`src/rtl/prs_pkg.sv`:
```
package prs_pkg;

  parameter int unsigned SRC_N     = 64;
  parameter int unsigned PRIO_W    = 4;
  parameter int unsigned MASK_W    = 5;
  parameter int unsigned IDX_W     = $clog2(SRC_N);
  parameter int unsigned WORD_W    = 32;
  parameter int unsigned VEC_SHIFT = 16;
  parameter int unsigned PIPE_LAT  = 3;

  // one search candidate: normal winner, fast winner, threshold hit
  typedef struct packed {
    logic              nv;
    logic [PRIO_W-1:0] np;
    logic [IDX_W-1:0]  ni;
    logic              fv;
    logic [IDX_W-1:0]  fi;
    logic              hit;
  } cand_t;

  typedef enum logic [1:0] {
    ACK_IDLE = 2'd0,
    ACK_BUSY = 2'd1,
    ACK_HOLD = 2'd2
  } ack_st_e;

  // lo covers lower source numbers than hi
  function automatic cand_t cand_merge(cand_t lo, cand_t hi);
    cand_t r;
    r = lo;
    if (hi.nv && (!lo.nv || hi.np >= lo.np)) begin
      r.nv = 1'b1;
      r.np = hi.np;
      r.ni = hi.ni;
    end
    if (!lo.fv) begin
      r.fv = hi.fv;
      r.fi = hi.fi;
    end
    r.hit = lo.hit | hi.hit;
    return r;
  endfunction

  function automatic cand_t cand_make(logic p, logic e, logic t,
                                      logic [PRIO_W-1:0] pr,
                                      logic [MASK_W-1:0] mk,
                                      logic [IDX_W-1:0] id);
    cand_t c;
    c.nv  = p & e & ~t;
    c.np  = pr;
    c.ni  = id;
    c.fv  = p & e & t;
    c.fi  = id;
    c.hit = c.nv && ((mk == {MASK_W{1'b1}}) || (MASK_W'(pr) > mk));
    return c;
  endfunction

endpackage

```
`src/rtl/prs_reduce.sv`:
```
module prs_reduce #(
  parameter int unsigned N = 2
) (
  input  prs_pkg::cand_t [N-1:0] c_in,
  output prs_pkg::cand_t         c_out
);
  import prs_pkg::*;

  always_comb begin
    cand_t acc;
    acc = c_in[0];
    for (int i = 1; i < N; i++) begin
      acc = cand_merge(acc, c_in[i]);
    end
    c_out = acc;
  end

endmodule

```
`src/rtl/prs_ack_ctrl.sv`:
```
module prs_ack_ctrl #(
  parameter int unsigned LAT = prs_pkg::PIPE_LAT
) (
  input  logic clk,
  input  logic rst_n,
  input  logic req_valid,
  output logic req_ready,
  output logic res_valid
);
  import prs_pkg::*;

  ack_st_e        state;
  logic [LAT-1:0] tag;
  logic           launch;

  assign req_ready = (state == ACK_IDLE);
  assign launch    = req_valid && req_ready;
  assign res_valid = tag[LAT-1];

  always_ff @(posedge clk or negedge rst_n) begin
    if (!rst_n) begin
      state <= ACK_IDLE;
      tag   <= '0;
    end else begin
      tag <= {tag[LAT-2:0], launch};
      unique case (state)
        ACK_IDLE: if (launch)     state <= ACK_BUSY;
        ACK_BUSY: if (res_valid)  state <= ACK_HOLD;
        ACK_HOLD: if (!req_valid) state <= ACK_IDLE;
        default:                  state <= ACK_IDLE;
      endcase
    end
  end

endmodule

```
`src/rtl/prs_resolver.sv`:
```
module prs_resolver #(
  parameter int unsigned NUM_SRC = prs_pkg::SRC_N,
  parameter int unsigned GRP     = 8,
  parameter int unsigned FAN2    = 4
) (
  input  logic                                  clk,
  input  logic                                  rst_n,
  input  logic [NUM_SRC-1:0]                    src_pend,
  input  logic [NUM_SRC-1:0]                    src_en,
  input  logic [NUM_SRC-1:0]                    src_fast,
  input  logic [NUM_SRC*prs_pkg::PRIO_W-1:0]    prio_flat,
  input  logic [prs_pkg::MASK_W-1:0]            norm_mask,
  input  logic                                  ack_n_valid,
  output logic                                  ack_n_ready,
  input  logic                                  ack_f_valid,
  output logic                                  ack_f_ready,
  output logic                                  irq,
  output logic                                  fiq,
  output logic                                  nvec_valid,
  output logic [prs_pkg::WORD_W-1:0]            nvec_word,
  output logic                                  fvec_valid,
  output logic [prs_pkg::WORD_W-1:0]            fvec_word,
  output logic [NUM_SRC-1:0]                    clr_mask
);
  import prs_pkg::*;

  localparam int unsigned N_G1  = NUM_SRC / GRP;
  localparam int unsigned N_G2  = N_G1 / FAN2;
  localparam int unsigned HI_Z  = WORD_W - VEC_SHIFT - IDX_W;
  localparam int unsigned MID_Z = VEC_SHIFT - PRIO_W;
  localparam int unsigned FZ    = WORD_W - IDX_W;

  cand_t [N_G1-1:0] g1_d, g1_q;
  cand_t [N_G2-1:0] g2_d, g2_q;
  cand_t            fin_d, fin_q;

  // level 1: one reduction per group of sources
  for (genvar g = 0; g < N_G1; g++) begin : g_lvl1
    cand_t [GRP-1:0] leaf;
    for (genvar s = 0; s < GRP; s++) begin : g_leaf
      localparam int unsigned SI = g * GRP + s;
      assign leaf[s] = cand_make(src_pend[SI], src_en[SI], src_fast[SI],
                                 prio_flat[SI*PRIO_W +: PRIO_W], norm_mask,
                                 IDX_W'(SI));
    end
    prs_reduce #(.N(GRP)) i_red1 (.c_in(leaf), .c_out(g1_d[g]));
  end

  // level 2
  for (genvar h = 0; h < N_G2; h++) begin : g_lvl2
    prs_reduce #(.N(FAN2)) i_red2 (.c_in(g1_q[h*FAN2 +: FAN2]), .c_out(g2_d[h]));
  end

  // level 3
  prs_reduce #(.N(N_G2)) i_red3 (.c_in(g2_q), .c_out(fin_d));

  always_ff @(posedge clk or negedge rst_n) begin
    if (!rst_n) begin
      g1_q  <= '0;
      g2_q  <= '0;
      fin_q <= '0;
    end else begin
      g1_q  <= g1_d;
      g2_q  <= g2_d;
      fin_q <= fin_d;
    end
  end

  // per-class acknowledge handshake, latency matched to the tree
  logic [1:0] ack_valid, ack_ready, res_valid;
  assign ack_valid = {ack_f_valid, ack_n_valid};

  for (genvar k = 0; k < 2; k++) begin : g_ack
    prs_ack_ctrl #(.LAT(PIPE_LAT)) i_ack (
      .clk      (clk),
      .rst_n    (rst_n),
      .req_valid(ack_valid[k]),
      .req_ready(ack_ready[k]),
      .res_valid(res_valid[k])
    );
  end

  assign ack_n_ready = ack_ready[0];
  assign ack_f_ready = ack_ready[1];
  assign nvec_valid  = res_valid[0];
  assign fvec_valid  = res_valid[1];

  assign irq = fin_q.hit;
  assign fiq = fin_q.fv;

  assign nvec_word = fin_q.nv ? {{HI_Z{1'b0}}, fin_q.ni, {MID_Z{1'b0}}, fin_q.np}
                              : {WORD_W{1'b1}};
  assign fvec_word = fin_q.fv ? {{FZ{1'b0}}, fin_q.fi} : {WORD_W{1'b1}};

  for (genvar i = 0; i < NUM_SRC; i++) begin : g_clr
    assign clr_mask[i] = (res_valid[0] && fin_q.nv && (fin_q.ni == IDX_W'(i))) ||
                         (res_valid[1] && fin_q.fv && (fin_q.fi == IDX_W'(i)));
  end

endmodule

```
`config.mk`:
```
export PLATFORM = sky130hd
export DESIGN_NAME = prs_resolver
export DESIGN_NICKNAME = d
export VERILOG_FILES = /design/src/rtl/prs_pkg.sv /design/src/rtl/prs_reduce.sv /design/src/rtl/prs_ack_ctrl.sv /design/src/rtl/prs_resolver.sv
export SDC_FILE = /design/constraint.sdc
export NUM_CORES = 1
export LEC_CHECK = 0
export ABC_CLOCK_PERIOD_IN_PS = 9000
export CAP_MARGIN = 25
export CELL_PAD_IN_SITES_DETAIL_PLACEMENT = 1
export CELL_PAD_IN_SITES_GLOBAL_PLACEMENT = 2
export CORE_MARGIN = 5
export CORE_UTILIZATION = 35
export CTS_BUF_LIST = sky130_fd_sc_hd__clkbuf_4 sky130_fd_sc_hd__clkbuf_8 sky130_fd_sc_hd__clkbuf_16
export DETAILED_ROUTE_END_ITERATION = 8
export HOLD_SLACK_MARGIN = 0.03
export PLACE_DENSITY_LB_ADDON = 0.1
export RECOVER_POWER = 25
export REMOVE_ABC_BUFFERS = 1
export SLEW_MARGIN = 20
export SYNTH_ARGS = -nofsm -noshare
export SYNTH_HDL_FRONTEND = slang
export SYNTH_HIERARCHICAL = 1
export SYNTH_SLANG_ARGS = --single-unit
```
`constraint.sdc`:
```
create_clock -name clk -period 9 [get_ports clk]
set_input_delay 1.8 -clock clk [delete_from_list [all_inputs] [get_ports clk]]
set_output_delay 1.8 -clock clk [all_outputs]
set_load 0.02 [all_outputs]
```
# Word level (Yosys, flattened, before mapping)
# Cells that the tools add are included.
[op_classes]
n_mux = 136
n_eq_ne = 137
reduce_logical = 519
bitwise = 319
magnitude_cmp = 127
[op_table]
columns = ["op", "count"]
rows = [
  ["11-bit two-way mux", 63],
  ["7-bit two-way mux", 63],
  ["6-bit == test (second input constant)", 64],
  ["4-bit by 5-bit > comparator with 1-bit output", 64],
  ["1-bit logical AND", 259],
  ["4-bit greater-or-equal comparator", 63],
  ["1-bit AND", 192],
  ["6-bit by 5-bit == test with 1-bit output (second input constant)", 32],
  ["1-bit logical OR", 191],
  ["6-bit by 4-bit == test with 1-bit output (second input constant)", 16],
  ["32-bit two-way mux", 2],
  ["1-bit NOT", 64],
  ["1-bit zero test", 63],
  ["1-bit bitwise OR", 63],
  ["6-bit by 3-bit == test with 1-bit output (second input constant)", 8],
  ["6-bit by 2-bit == test with 1-bit output (second input constant)", 4],
  ["6-bit by 1-bit == test with 1-bit output (second input constant)", 2],
  ["6-bit zero test", 2],
  ["2-bit two-way mux", 6],
  ["2-bit case mux with 3 select lines", 2],
  ["2-bit inequality test (second input constant)", 4],
  ["3-bit AND reduction", 2],
  ["5-bit == test (second input constant)", 1],
  ["2-bit by 1-bit == test with 1-bit output (second input constant)", 2],
  ["other kinds (3)", 6],
]
[totals]
input_bits = 457
word_cells = 1308
out_inout_bits = 134
regBits = 219

# Depth between registers and ports, before layout
# Gate-level depths: netlist of run 1.
[depth]
ltp_word = 30
ltp_mapped = 59
depth_no_buf = 53

# Hierarchy
# Netlist of run 1, hierarchy kept.
[by_module_without_submodules]
columns = ["module", "cells_per_inst", "area_each_um2", "instances", "seq_area_each_um2"]
rows = [
  ["prs_reduce (g_lvl1[0].i_red1 ...)", 310, 2142.1, 8, 0.0],
  ["prs_resolver", 1355, 14232.4, 1, 5230.0],
  ["prs_reduce (g_lvl2[0].i_red2 ...)", 128, 960.9, 2, 0.0],
  ["prs_ack_ctrl", 13, 182.7, 2, 125.1],
  ["prs_reduce (i_red3)", 34, 320.3, 1, 0.0],
]

# Worst setup path after synthesis of run 1
# Ideal clock, no wire load.
[synth_path]
path_type = "input port to flip-flop"
startpoint = "input prio_flat[196] (netlist bit)"
endpoint = "register g1_q[122] (netlist bit)"
path_slack_ns = -3.453
setup_ns = 0.070
stages = 58
arrival_time_ns = 12.384
required_ns = 8.930
n_path_buf = 7
path_cell_list = "inv_1 > ha_1 > nor3b_2 > o211ai_4 > nand2_1 > mux2i_1 > ha_1 > o21a_1 > a211oi_4 > a211o_1 > buf_6 > nand2_4 > mux2_4 > ha_1 > nand2b_1 > a211o_1 > nand4_1 > o31a_1 > [... 22 more ...] > ha_1 > nand2b_1 > a21o_1 > a21oi_1 > nor2b_1 > o31ai_2 > nor2_1 > a21oi_1 > ha_1 > nand2b_1 > a21o_1 > a21oi_1 > nor2b_1 > o31a_1 > buf_1 > nor2_1 > a32oi_1 > nand3_1"
[synth_lines]
columns = ["item", "line_no", "source"]
rows = [
  ["start: declaration", "prs_resolver.sv:11", "input logic [NUM_SRC*prs_pkg::PRIO_W-1:0] prio_flat,"],
  ["end signal: assignment", "prs_resolver.sv:63", "g1_q <= g1_d;"],
  ["end: declaration", "prs_resolver.sv:33", "cand_t [N_G1-1:0] g1_d, g1_q;"],
]

==> results.toml, run 1 <==
[routing]
first_pass_iters = 5
postRouteAntennaNets = 0
vias_per_cell = 5.37
wire_per_inst_um = 21.4
vias = 39500
drcViolationCount = 0
drt_wl_total_um = 157000
dr.first_iter.drc_count = 2161

[synth]
synth_compound_area_share_pct = 32.1
avgSynthCellArea_um2 = 8.19
synth.distinct_cells = 81
synth_area_leaders = "ha_1, dfrtp_1, mux2i_1"
synthAdderAreaFrac_pct = 17.8
ys_ff_latch = 219
synth_ff_type = "dfrtp_1"
synth_top_area_share_pct = 17.8
synth_cells = 4151
synth_area_leader_cell = "ha_1"
synthSimpleGateAreaFrac_pct = 20.4
synthMuxAreaShare_pct = 6.60
yosys.area_share.xor_xnor_pct = 0
syn_area_um2 = 34000
synth_top_family_by_area = "compound AO/OA/AOI/OAI gates"
synth.yosys.warnings = 6
synth-edff-count = 0
async_flop_share_pct = 100
synth_seq_area_share_pct = 16.1

[power]
power.switching_uw = 2810
internal-power_uw = 3770
irDropWorstVdd_mv = 0.133
combPwrFrac_pct = 61.0
sequentialPowerShare_pct = 21.9
leakage_uw = 0.0253
switching_share_pct = 42.7
powerDensity_nw_per_um2 = 124
clkPwrFrac_pct = 17.2

[outcome]
outcome = "finished with violations"
violations = "capacitance limit, slew limit, setup timing"

[finish]
stdcell_count = 7355
syn_to_final_growth_pct = 56.8
fin_nets = 6993
n_fill_cell = 11600
drive_above_1_share_pct = 26.2

[placed_design]
dpl.hpwl_um = 120000
dp_cells = 7135
place.gp.congestion = 0.903
io_buffers = 590

[clock_network]
clock_path_buffers = 3
cts_tree = "yes"
cts_sinks = 219
numCtsBuffers = 28
clkTransAtPathRegs_ns = 0.05
cts_root_buf = "clkbuf_16"
cts_htree_levels = 1
clock_latency_ns = 0.58

[critical_path]
critPathMaxStageDelay_ns = 0.36
startpoint_type = "input pin"
path_buf_inv = 6
critical-path-top-delay-family = "compound AO/OA/AOI/OAI gates"
cp-end-kind = "register"
critPathKind = "input pin to register"
critPathRequiredTime_ns = 9.48
cpMaxStageDelayCell = "mux2_4"
cp.arrival_ns = 11.44
crit_fanout = 5

[global_route]
antenna_found_initial = 13
grt_usage_pct = 27.8
grt_pass1_wl_um = 231000
grt_pass1_vias = 40800
grt_max_degree = 195
grt-ovfl-total = 0

[sta]
slew_violations = 132
max_freq_mhz = 91.2
finalClockSkew_ns = 0.0373
worst_pin_slew_ns = 4.84
post-route-period-util_pct = 122
hold_slack_ns = 0.345
finalHoldViolations = 0
fin_ws_ns = -1.96
rsz0062_at_grt = "true"
slew_headroom_pct = -223
setup_violations = 80
tns_ns = -143.50
post-route-min-period_ns = 10.96

[die]
dieArea_um2 = 103000
die_w_um = 322
io_pins = 591
initial_core_util_pct = 35.2
core_area_um2 = 96600
fp.dieH_um = 322
num_rows = 114

[run]
maxCapViolCount = 2

[hold_path]
min_path_type = "register to register"
[Yosys cell counts, types with 51 or more instances]
| cell | instances |
|---|---|
| a211o_1 | 89 |
| a211oi_1 | 56 |
| a21o_1 | 117 |
| a21oi_1 | 242 |
| a41oi_1 | 59 |
| and3_1 | 88 |
| buf_2 | 51 |
| buf_4 | 62 |
| clkbuf_1 | 71 |
| dfrtp_1 | 219 |
| ha_1 | 484 |
| inv_1 | 244 |
| mux2i_1 | 152 |
| nand2_1 | 329 |
| nand2b_1 | 109 |
| nand3_1 | 124 |
| nor2_1 | 280 |
| nor2b_1 | 120 |
| o211ai_1 | 58 |
| o21a_1 | 51 |
| o21ai_0 | 180 |
| o22ai_1 | 144 |
[power groups by stage]
stage,Clock (µW),Sequential [µW],Combinational (µW)
2_1_floorplan,0,1360,2040
3_3_place_gp,0,1450,3360
3_5_place_dp,0,1460,3460
4_1_cts,1170,1440,3780
5_1_grt,1210,1460,4340
6_report,1130,1440,4010
[state kept, by name, indices dropped and copies added, names as in the netlist]
name and flops:
fin_q 17, fiq 1, g1_q 152, g2_q 38
g_ack.i_ack/state 4, g_ack.i_ack/tag 6, irq 1
[repair_timing]
action / CTS / global route
gates resized for setup: 753 / 371
endpoints found under the setup margin: 80 / 80
cloned: 3 / 0
setup buffers: 114 / 52
hold buffers: 0 / 0
pin swaps: 407 / 225
[layout make-up]
| type | instances | area [µm²] | area share, % |
|---|---|---|---|
| timing repair buffer | 1335 | 11800 | 22.1 |
| sequential | 219 | 5480 | 10.3 |
| inverter | 244 | 962 | 1.81 |
| antenna | 7 | 17.5 | 0.0329 |
| multi-input combinational | 4224 | 32500 | 61.0 |
| clock inverter | 18 | 193 | 0.362 |
| clock buffer | 32 | 743 | 1.40 |
| tap | 1276 | 1600 | 3.00 |
[per-layer routing]
metal	GRT usage [%]	share of wire (%)	vias to the layer above
li1	-	-	18900
met1	36.8	44	19400
met2	49.4	49	956
met3	2.61	4.2	241
met4	6.12	2.7	2
met5	0	0.0083	-
[cell usage in the layout (no fill, tap or decap), drive strengths merged, types with 32 or more instances in the layout]
master	count
nor2	282
ha	484
a21o	117
inv	241
a211o	89
nand3	124
o21a	53
mux2	56
conb	768
a22o	40
o211ai	83
nor4	32
nor3	38
nor2b	120
dfrtp	219
nand2	338
nand2b	111
a41oi	59
and3	88
a31oi	52
a32oi	48
and3b	39
clkbuf	51
a22oi	48
o31a	40
o22ai	144
a21oi	245
o21ai	197
a211oi	90
mux2i	152
a2111oi	33
buf	806
clkdlybuf4s50	481
[final timing paths]
path                            slack (ns)                              end  depth (start not counted)                            start
min in group asynchronous             1.86               fin_q[4]$_DFF_PN0_                          1                            rst_n
worst max-delay path                 -1.96               g1_q[28]$_DFF_PN0_                         53                    prio_flat[36]
worst min register to register        0.35  g_ack[0].i_ack/tag[2]$_DFF_PN0_                          0  g_ack[0].i_ack/tag[1]$_DFF_PN0_
max in group asynchronous             1.40               g1_q[52]$_DFF_PN0_                          2                            rst_n
worst max register to register        4.09               g2_q[28]$_DFF_PN0_                         18              g1_q[110]$_DFF_PN0_
worst min-delay path                  0.35  g_ack[0].i_ack/tag[2]$_DFF_PN0_                          0  g_ack[0].i_ack/tag[1]$_DFF_PN0_
[cells by family (layout without fill, tap and decap cells)]
logic type,after synthesis,after routing
other,2,775
buffers and inverters,474,1629
AO/OA/AOI/OAI,1460,1460
multiplexers,208,208
flip-flops,219,219
adder cells (fa/ha/maj),484,484
AND/OR/NAND/NOR,1304,1304
[per-stage QoR]
step	util, %	total power (µW)	instance area, µm²	setup slack [ns]
floorplan	-	3400	35400	-4.28
global placement	49.0	4810	47300	-3.41
detailed placement	49.0	4910	47300	-3.65
CTS	53.3	6390	51500	-2.07
global route	55.1	7010	53300	-2.31
finish	55.2	6580	53300	-1.96
(Power assumes the default switching activity.)
==> inputs of run 2 (changes only) <==
--- a/config.mk
+++ b/config.mk
@@ -13,11 +13,12 @@
 export CORE_UTILIZATION = 35
 export CTS_BUF_LIST = sky130_fd_sc_hd__clkbuf_4 sky130_fd_sc_hd__clkbuf_8 sky130_fd_sc_hd__clkbuf_16
 export DETAILED_ROUTE_END_ITERATION = 8
+export GPL_ROUTABILITY_DRIVEN = 1
 export HOLD_SLACK_MARGIN = 0.03
 export PLACE_DENSITY_LB_ADDON = 0.1
 export RECOVER_POWER = 25
 export REMOVE_ABC_BUFFERS = 1
-export SLEW_MARGIN = 20
+export SLEW_MARGIN = 40
 export SYNTH_ARGS = -nofsm -noshare
 export SYNTH_HDL_FRONTEND = slang
 export SYNTH_HIERARCHICAL = 1
==> run 2 against run 1 <==
The run still ends with capacitance limit, slew limit, setup timing left. Sequential share of layout area is 0.086 points lower. Final cell count is 0.35% higher. Global-route usage is 0.37 points higher. Non-clock buffer count is 26 higher. Final area is 0.84% higher. Combinational power hardly changed. Clock power is 5% higher. Sequential power hardly changed. Critical path type unchanged.
==> results.toml, run 2 (synthesis results as in run 1) <==
[critical_path]
cpMaxStageDelayCell = "mux2_4"
startpoint_type = "input pin"
critPathRequiredTime_ns = 9.50
r2r-start = "g1_q[110]$_DFF_PN0_"
cp.arrival_ns = 11.47
cp-end-kind = "register"
critPathMaxStageDelay_ns = 0.35
cp-startpoint = "prio_flat[164]"
cp_common_cell = "nand2b_4"
critPathKind = "input pin to register"
crit_fanout = 5

[finish]
drive_above_1_share_pct = 26.8
fin_nets = 7019
post-route-util_pct = 55.6
reg_top3 = "g1_q (152), g2_q (38), fin_q (17)"
n_fill_cell = 11600
syn_to_final_growth_pct = 58.1
regArea_um2 = 5480
largest_reg_flops = 152
multiInputGateArea_um2 = 32700
regMostFlops = "g1_q"
fin_area_um2 = 53700
final_common_cell = "conb_1"
final_cell_mix = "conb_1, buf_4, clkdlybuf4s50_1"

[power]
irDropWorstVdd_mv = 0.149
power_uw = 6670
powerDensity_nw_per_um2 = 124
leakage_uw = 0.0254

[placed_design]
dpl.hpwl_um = 120000
pre_cts_ws_ns = -3.65
dpl-instance-area_um2 = 47400
io_buffers = 590
place.gp.congestion = 0.903

[die]
num_rows = 114
core_area_um2 = 96600
dieArea_um2 = 103000
initial_core_util_pct = 35.2
io_pins = 591
fp.dieH_um = 322
die_w_um = 322

[sta]
rsz0062_at_grt = "true"
slew_violations = 115
slew_headroom_pct = -228
post-route-period-util_pct = 122
finalClockSkew_ns = 0.0327
worst_pin_slew_ns = 4.92
setup_violations = 80
post-route-min-period_ns = 10.97
max_freq_mhz = 91.2
fin_ws_ns = -1.97
finalHoldViolations = 0

[global_route]
antenna_found_initial = 14
grt_max_degree = 108
grt_usage_pct = 28.2
grt_pass1_vias = 40700
grt_pass1_wl_um = 233000
grt-ovfl-total = 0

[routing]
vias = 39600
postRouteAntennaNets = 0
drcViolationCount = 0
drt_wl_total_um = 159000
wire_per_inst_um = 21.5
first_pass_iters = 5
vias_per_cell = 5.36
dr.first_iter.drc_count = 1970

[clock_network]
numCtsBuffers = 28
cts_tree = "yes"
cts_sinks = 219
postCtsHoldBufs = 0
clock_path_buffers = 3
clkTransAtPathRegs_ns = 0.06
cts_htree_levels = 1
clock_latency_ns = 0.58
cts_root_buf = "clkbuf_16"

[outcome]
violations = "capacitance limit, slew limit, setup timing"
outcome = "finished with violations"

[run]
maxCapViolCount = 2

[hold_path]
min_path_type = "register to register"
hold_start = "g_ack[0].i_ack/tag[1]$_DFF_PN0_"
[run 2: changes by cell type in the layout (fill, tap and decap cells not counted), moves of 7 or more]
cell            previous run  this run
ha_1                     408       401
a21oi_2                   63        73
buf_6                     95       108
o22ai_4                   11        18
dlymetal6s2s_1            15         1
o22ai_2                   28        19
ha_4                      68        75
clkbuf_2                  18         7
buf_4                    671       693
dlygate4sd2_1              9        17
[run 2: metrics by stage]
step | instances | hold WS (ns) | TNS (ns)
5_1_grt | 7378 | 0.360 | -172.97
6_report | 7381 | 0.346 | -144.30
4_1_cts | 7325 | 0.349 | -128.51
3_3_place_gp | 7133 | 0.332 | -250.93
2_1_floorplan | 4687 | 0.331 | -337.31
3_5_place_dp | 7135 | 0.336 | -274.42
[run 2: routing by layer]
layer  track usage [%]  share of wire, %
met4              8.85               3.3
met1              36.6                43
met3              3.41               4.9
met5                 0             0.021
met2              49.0                48
[run 2: final cells by class]
| class | instances | share of cell area [%] |
|---|---|---|
| antenna | 8 | 0.0373 |
| inverter | 244 | 1.82 |
| sequential | 219 | 10.2 |
| tap | 1276 | 2.97 |
| timing repair buffer | 1361 | 22.3 |
| multi-input combinational | 4224 | 60.9 |
| clock inverter | 15 | 0.408 |
| clock buffer | 34 | 1.42 |
[run 2: critical path: cells and delay by family]
| family | cells | cell delay, ns |
|---|---|---|
| compound gates | 21 | 4.14 |
| simple gates | 17 | 2.09 |
| fa+ha+maj | 7 | 1.58 |
| mux | 4 | 1.27 |
| buf+inv | 5 | 0.59 |
[run 2: path summary, 6_finish.rpt]
kind	endpoint	slack [ns]	cells past startpoint
setup / recovery	g1_q[104]$_DFF_PN0_	-1.97	54
hold / removal	g_ack[0].i_ack/tag[2]$_DFF_PN0_	0.35	0
setup reg to reg	g2_q[35]$_DFF_PN0_	3.95	18
hold reg to reg	g_ack[0].i_ack/tag[2]$_DFF_PN0_	0.35	0
max in group asynchronous	g1_q[142]$_DFF_PN0_	1.51	2
min in group asynchronous	fin_q[1]$_DFF_PN0_	1.88	1
[run 2: report_power, final]
| part | switching, µW | internal, µW |
|---|---|---|
| logic | 2150 | 1890 |
| registers | 202 | 1240 |
| clock network | 471 | 722 |
[run 2: repair_timing]
| action | 4_1_cts | 5_1_grt |
|---|---|---|
| endpoints found under the setup margin | 80 | 80 |
| buffers inserted | 143 | 50 |
| gates resized for setup | 873 | 310 |
| cloned | 2 | 1 |
| pin swaps | 435 | 218 |
